`src/rtl/lsu_align.sv`:
```
module lsu_align #(
  parameter int ADDR_W = 32,
  parameter int REG_W  = 5
) (
  input  logic              clk,
  input  logic              rst_n,
  input  logic              req_valid,
  input  logic [3:0]        req_op,
  input  logic [ADDR_W-1:0] req_addr,
  input  logic [REG_W-1:0]  req_reg,
  output logic              busy,
  output logic              err,
  output logic              mem_req,
  output logic              mem_we,
  output logic [ADDR_W-1:0] mem_addr,
  output logic [3:0]        mem_be,
  output logic [31:0]       mem_wdata,
  input  logic [31:0]       mem_rdata,
  output logic [REG_W-1:0]  rf_raddr,
  input  logic [31:0]       rf_rdata,
  output logic              rf_we,
  output logic [REG_W-1:0]  rf_waddr,
  output logic [31:0]       rf_wdata
);
  localparam logic [1:0] SZ_B = 2'd0;
  localparam logic [1:0] SZ_H = 2'd1;
  localparam logic [1:0] SZ_D = 2'd3;

  typedef enum logic [1:0] {ST_IDLE, ST_BEAT0, ST_BEAT1} st_t;
  st_t st;

  logic              l_store, l_uns, err_q;
  logic [1:0]        l_size;
  logic [ADDR_W-1:0] l_addr;
  logic [REG_W-1:0]  l_reg;

  wire [1:0] sz      = req_op[2:1];
  wire       accept  = req_valid && (st == ST_IDLE);
  wire       misal   = (sz == SZ_H && req_addr[0]) || (sz[1] && req_addr[1:0] != 2'b00);
  wire       oddpair = (sz == SZ_D) && req_reg[0];
  wire       bad     = misal || oddpair;

  always_ff @(posedge clk) begin
    if (!rst_n) begin
      st      <= ST_IDLE;
      err_q   <= 1'b0;
      l_store <= 1'b0;
      l_uns   <= 1'b0;
      l_size  <= 2'd0;
      l_addr  <= '0;
      l_reg   <= '0;
    end else begin
      err_q <= accept && bad;
      case (st)
        ST_IDLE: if (accept && !bad) begin
          l_store <= req_op[3];
          l_uns   <= req_op[0];
          l_size  <= sz;
          l_addr  <= req_addr;
          l_reg   <= req_reg;
          st      <= ST_BEAT0;
        end
        ST_BEAT0: st <= (l_size == SZ_D) ? ST_BEAT1 : ST_IDLE;
        default:  st <= ST_IDLE;
      endcase
    end
  end

  wire             first  = (st == ST_BEAT0);
  wire             second = (st == ST_BEAT1);
  wire             beat   = first || second;
  wire [1:0]       off    = l_addr[1:0];
  wire [REG_W-1:0] cur_reg = second ? {l_reg[REG_W-1:1], 1'b1} : l_reg;

  logic [7:0]  lane_b;
  logic [15:0] lane_h;
  logic [31:0] ld_val, st_val;
  logic [3:0]  st_be;

  always_comb begin
    case (off)
      2'd0:    lane_b = mem_rdata[31:24];
      2'd1:    lane_b = mem_rdata[23:16];
      2'd2:    lane_b = mem_rdata[15:8];
      default: lane_b = mem_rdata[7:0];
    endcase
    lane_h = off[1] ? mem_rdata[15:0] : mem_rdata[31:16];
    case (l_size)
      SZ_B:    ld_val = {{24{~l_uns & lane_b[7]}}, lane_b};
      SZ_H:    ld_val = {{16{~l_uns & lane_h[15]}}, lane_h};
      default: ld_val = mem_rdata;
    endcase
  end

  always_comb begin
    case (l_size)
      SZ_B: begin
        st_val = {4{rf_rdata[7:0]}};
        st_be  = 4'b1000 >> off;
      end
      SZ_H: begin
        st_val = {2{rf_rdata[15:0]}};
        st_be  = off[1] ? 4'b0011 : 4'b1100;
      end
      default: begin
        st_val = rf_rdata;
        st_be  = 4'b1111;
      end
    endcase
  end

  assign busy      = beat;
  assign err       = err_q;
  assign mem_req   = beat;
  assign mem_we    = beat && l_store;
  assign mem_addr  = {l_addr[ADDR_W-1:2], 2'b00} + (second ? ADDR_W'(4) : ADDR_W'(0));
  assign mem_be    = mem_we ? st_be : 4'b0000;
  assign mem_wdata = st_val;
  assign rf_raddr  = cur_reg;
  assign rf_we     = beat && !l_store;
  assign rf_waddr  = cur_reg;
  assign rf_wdata  = ld_val;
endmodule

```
`config.mk`:
```
export PLATFORM = sky130hd
export DESIGN_NAME = lsu_align
export DESIGN_NICKNAME = d
export VERILOG_FILES = /design/src/rtl/lsu_align.sv
export SDC_FILE = /design/constraint.sdc
export NUM_CORES = 1
export LEC_CHECK = 0
export ABC_CLOCK_PERIOD_IN_PS = 2600
export BUFFER_PORTS_ARGS = -buffer_cell sky130_fd_sc_hd__buf_2
export CAP_MARGIN = 20
export CORE_MARGIN = 8
export CORE_UTILIZATION = 45
export CTS_BUF_LIST = sky130_fd_sc_hd__clkbuf_2
export DETAILED_ROUTE_END_ITERATION = 7
export PLACE_DENSITY_LB_ADDON = 0.2
export SETUP_SLACK_MARGIN = 0.1
export SLEW_MARGIN = 20
export SYNTH_ARGS = -nofsm -noshare
export SYNTH_HDL_FRONTEND = slang
export SYNTH_SLANG_ARGS = --single-unit
```
`constraint.sdc`:
```
create_clock -name clk -period 2.6 [get_ports clk]
set_input_delay 0 -clock clk [delete_from_list [all_inputs] [get_ports clk]]
set_output_delay 0 -clock clk [all_outputs]
set_load 0.05 [all_outputs]
```
# Word level (Yosys, flattened, before mapping)
# Index checks and enable logic that the tools add are counted.
# totals
inputBits	108
word_cells	51
ff_bits	44
# op_classes
shift	1
addsub	1
reduce_logical	18
mux	12
n_eq_ne	9
bitwise	3
# op_table
operator	count
32-bit case mux with 2 select lines	2
32-bit by 3-bit adder with 32-bit output	1
8-bit case mux with 3 select lines	1
16-bit 2-to-1 mux	1
2-bit by 1-bit == test with 1-bit output (second input constant)	4
2-bit == test (second input constant)	4
1-bit logical AND	8
4-bit 2-to-1 mux	2
4-bit case mux with 2 select lines	1
2-bit zero test	3
2-bit 2-to-1 mux	2
2-bit case mux with 2 select lines	1
4-bit by 2-bit right shift with 4-bit output (first input constant)	1
1-bit logical OR	3
3-bit 2-to-1 mux	1
1-bit AND	2
1-bit zero test	2
2-bit by 1-bit != test with 1-bit output (second input constant)	1
2-bit AND reduction	1
2-bit nonzero test	1
1-bit 2-to-1 mux	1
1-bit NOT	1

# Depth between registers and ports, before layout
# depth
word_depth	8
ltp_mapped	8
depth_no_buf	8

# Least setup slack after synthesis
# OpenSTA, ideal clock, no wires.
# synth_path
kind	reg2out
from	reg st[0]
to	out mem_addr[26]
setup_slack_ns	0.110
required_ns	2.600
stages_incl_launch_ff	9
t_arrival_ns	2.490
n_path_buf	0
path_cell_list	dfxtp_1 inv_1 ha_1 ha_1 ha_1 and4_1 nor4b_4 nand4_1 xnor2_1
# synth_between
elab_chain_len	3
# synth_rtl
element	line	rtl
start: declaration	30	st_t st;
start signal: assignment	63	ST_BEAT0: st <= (l_size == SZ_D) ? ST_BEAT1 : ST_IDLE;
2-bit == test	70	wire second = (st == ST_BEAT1);
3-bit 2-to-1 mux	116	assign mem_addr = {l_addr[ADDR_W-1:2], 2'b00} + (second ? ADDR_W'(4) : ADDR_W'(0));
32-bit by 3-bit adder with 32-bit output	116	
end: declaration	15	output logic [ADDR_W-1:0] mem_addr,
# Every way passes these cells.

# Final worst setup path
# Same ends and word-level chain as after synthesis.

==> reports/metrics.cfg <==
[synthesis]
synth_seq_cells=44
syn-cell-area_mm2=0.00346
count_of_mapped_cells_out_of_synthesis=476
ys_dominant_reg_cell=sky130_fd_sc_hd__dfxtp_1
yosysSeqAreaShare_pct=25.4
ys_async_sr_fraction_pct=0
synth.yosys.warnings=0
synth_enable_flop_cells=0
synth.lib_cells_used.distinct=43
post_synth.cell_area_avg_um2=7.28

[drt]
ant_nets=0
routed_via_density=5.21
route.detailed.wl_per_inst_um=16.1
firstDrtPassIters=4
totalWireLength_um=13000
dr.first_iter.drc_count=144
remaining_drc_errors=0
dr_total_vias=4217

[placement]
place_inst=753
port_buffers=220
gp_congestion=0.880
placed_standard_cell_area_mm2=0.00446
detailedPlacementHpwl_um=9460
pre_cts_ws_ns=0.366

[worst_setup_path]
timing.setup.critical_path_class=reg2out
arrival_time_of_the_worst_setup_path_ns=2.40
r2r.worst_path.cells=8
timing.critical_path.buf_inv=3
critPathRequiredTime_ns=2.60
critPathLaunchType=register
path_max_fanout=8
critical_path.slowest_cell=sky130_fd_sc_hd__dfxtp_2
cp-endpoint=mem_addr[26]
crit_family=simple AND/OR/NAND/NOR gates
cp-startpoint=st[0]
cp.depth=10
rr_endpoint=l_addr[15]
rr_startpoint=st[0]
worstPathCellList=inv_2 -> ha_4 -> ha_4 -> ha_4 -> and4_4 -> nor4b_4 -> buf_6 -> nand4_1 -> xnor2_1 -> buf_4
setup.reg_to_reg.worst_slack_ns=0.71
worst_path_most_repeated_cell=sky130_fd_sc_hd__ha_4
critPathMaxStageDelay_ns=0.39
endpoint_kind=output pin

[timing]
final.setup.worst_slack_ns=0.205
finalSetupViolations=0
clock_period_minus_worst_slack_ns=2.40
grt_setup_unrepaired=true
tightest_slew_ns=0.804
clock_skew_ns=0.0269
hold_violations=0
timing.setup.tns_ns=0
finalCritPeriodShare_pct=92.1
fmax_mhz=418
timing.max_slew.rel_slack_pct=46.4
final_max_slew_viol_count=0

[floorplanning]
die_area_mm2=0.0108
core-area_mm2=0.00761
num_rows=32
dieHeight_um=104
ioPinCount=223
fp.dieW_um=104
start_util_pct=45.5

[clock_network]
clk-insertion-delay-late_ns=0.42
tritoncts=done
numCtsBuffers=5
tritoncts_num_sinks=44
cts.path.max_buffers=2
h-tree-depth=2
root_buffer=sky130_fd_sc_hd__clkbuf_2
clk_transition_reported_paths_ns=0.25

[power_and_ir_drop]
finalPower_mw=2.30
static-leakage-power_nw=2.42
peakVddDrop_mv=0.260
power_density_mw_per_mm2=455

[finish]
most_common_cell_after_layout_fill_and_taps_aside=sky130_fd_sc_hd__buf_2
largest_reg_flops=32
fin_cells=810
fin_area_mm2=0.00506
final_nets=820
antenna_cells=0
area_growth_pct=45.9
fillCellCount=696
final_cell_mix=211 x sky130_fd_sc_hd__buf_2, 102 x sky130_fd_sc_hd__nand2_1, 56 x sky130_fd_sc_hd__o21ai_0, 53 x sky130_fd_sc_hd__nand3_1
post_route_cells_drive_above_1_share_pct=39.5

[outcome]
outcome=complete, no violations

[global_routing]
global_route.usage.total_pct=22.3
maximum_number_of_pins_on_one_net_before_global_route_repair=86
number_of_antenna_violations_at_the_first_check_in_global_routing=0
globalRouteOverflowTotal=0
grt_pass1_vias=4118
grt_pass1_wl_um=20500

[worst_hold_path]
hold_class=in2reg

[job]
max_cap_viol_count=0

==> Yosys cell counts (2+ instances only) <==
master,number,area [um2]
sky130_fd_sc_hd__a211o_1,2,17.5
sky130_fd_sc_hd__a211oi_1,2,15.0
sky130_fd_sc_hd__a21o_1,2,15.0
sky130_fd_sc_hd__a21oi_1,8,40.0
sky130_fd_sc_hd__a221o_1,6,60.1
sky130_fd_sc_hd__a22o_1,7,61.3
sky130_fd_sc_hd__a22oi_1,2,15.0
sky130_fd_sc_hd__and2_1,3,18.8
sky130_fd_sc_hd__and3_1,3,18.8
sky130_fd_sc_hd__and4_1,2,17.5
sky130_fd_sc_hd__buf_2,14,70.1
sky130_fd_sc_hd__buf_4,20,150
sky130_fd_sc_hd__clkbuf_1,16,60.1
sky130_fd_sc_hd__clkbuf_2,3,15.0
sky130_fd_sc_hd__dfxtp_1,44,881
sky130_fd_sc_hd__ha_1,5,62.6
sky130_fd_sc_hd__inv_1,9,33.8
sky130_fd_sc_hd__mux2_2,19,214
sky130_fd_sc_hd__mux2i_1,16,160
sky130_fd_sc_hd__nand2_1,102,383
sky130_fd_sc_hd__nand3_1,53,265
sky130_fd_sc_hd__nand4_1,9,56.3
sky130_fd_sc_hd__nor2_1,23,86.3
sky130_fd_sc_hd__nor2b_1,2,12.5
sky130_fd_sc_hd__nor4_4,2,42.5
sky130_fd_sc_hd__o21a_1,2,15.0
sky130_fd_sc_hd__o21ai_0,56,280
sky130_fd_sc_hd__or2_2,2,12.5
sky130_fd_sc_hd__or3_1,2,12.5
sky130_fd_sc_hd__xnor2_1,22,193
sky130_fd_sc_hd__xor2_1,6,52.6
==> repair_timing <==
action	4_1_cts	5_1_grt
setup buffers	2	5
setup endpoints to repair	8	17
pin swaps	3	3
endpoints found under the hold margin	42	0
gates resized for setup	15	9
hold buffers	42	0
==> power breakdown <==
part           leakage (nW)  internal, mW  switching [mW]
clock network        0.0327        0.0653           0.234
registers             0.360         0.713          0.0461
logic                  2.02         0.350           0.893
total                  2.42          1.13            1.17
==> how the worst min path moves through the flow <==
stage	endpoint	slack, ns	cells after the start	startpoint
final	l_addr[20]	0.26	4	rst_n
after global routing	l_addr[1]	0.27	4	rst_n
after CTS	l_size[1]	0.22	4	rst_n
after detailed placement	l_addr[31]	0.22	3	req_addr[31]
after global placement	l_reg[1]	0.21	3	req_reg[1]
after floorplan	l_addr[0]	0.13	2	req_addr[0]
==> through the flow <==
step / hold WS [ns] / util (%)
floorplan: 0.130 / -
global placement: 0.213 / 58.7
detailed placement: 0.223 / 58.7
CTS: 0.221 / 65.7
global route: 0.268 / 66.5
finish: 0.264 / 66.5
==> area by class of cell <==
cell class / count / area (um2) / share of cell area (%)
inverter: 9 / 33.8 / 0.668
clock buffer: 5 / 25.0 / 0.495
timing repair buffer: 277 / 1660 / 32.8
clock inverter: 3 / 18.8 / 0.371
sequential: 44 / 883 / 17.5
multi-input combinational: 370 / 2310 / 45.6
tap: 102 / 128 / 2.52
==> tightest hold or removal path: stages <==
cell	delay, ns
sky130_fd_sc_hd__buf_2	0.09
sky130_fd_sc_hd__buf_4	0.36
sky130_fd_sc_hd__nand2_1	0.15
sky130_fd_sc_hd__o21ai_0	0.06
==> cell families (layout without fill, tap and decap cells) <==
family | Yosys count | after routing | synth area share (%)
xor gates and xnor gates | 28 | 28 | 7.08
DFF | 44 | 44 | 25.4
other | 1 | 2 | 0.108
buffers and inverters | 63 | 294 | 9.82
adders and majority gates | 5 | 5 | 1.81
muxes | 35 | 35 | 10.8
AOI/OAI and AO/OA | 90 | 90 | 15.7
and+or+nand+nor | 210 | 210 | 29.3
==> layer usage <==
| layer | track usage [%] | wire length [um] | share of wire [%] |
|---|---|---|---|
| met1 | 23.4 | 4960 | 38 |
| met5 | 0 | 0 | 0 |
| met3 | 5.64 | 877 | 6.7 |
| met2 | 42.8 | 7030 | 54 |
| met4 | 5.27 | 155 | 1.2 |
Note: power is estimated with default switching activity, not from simulation.
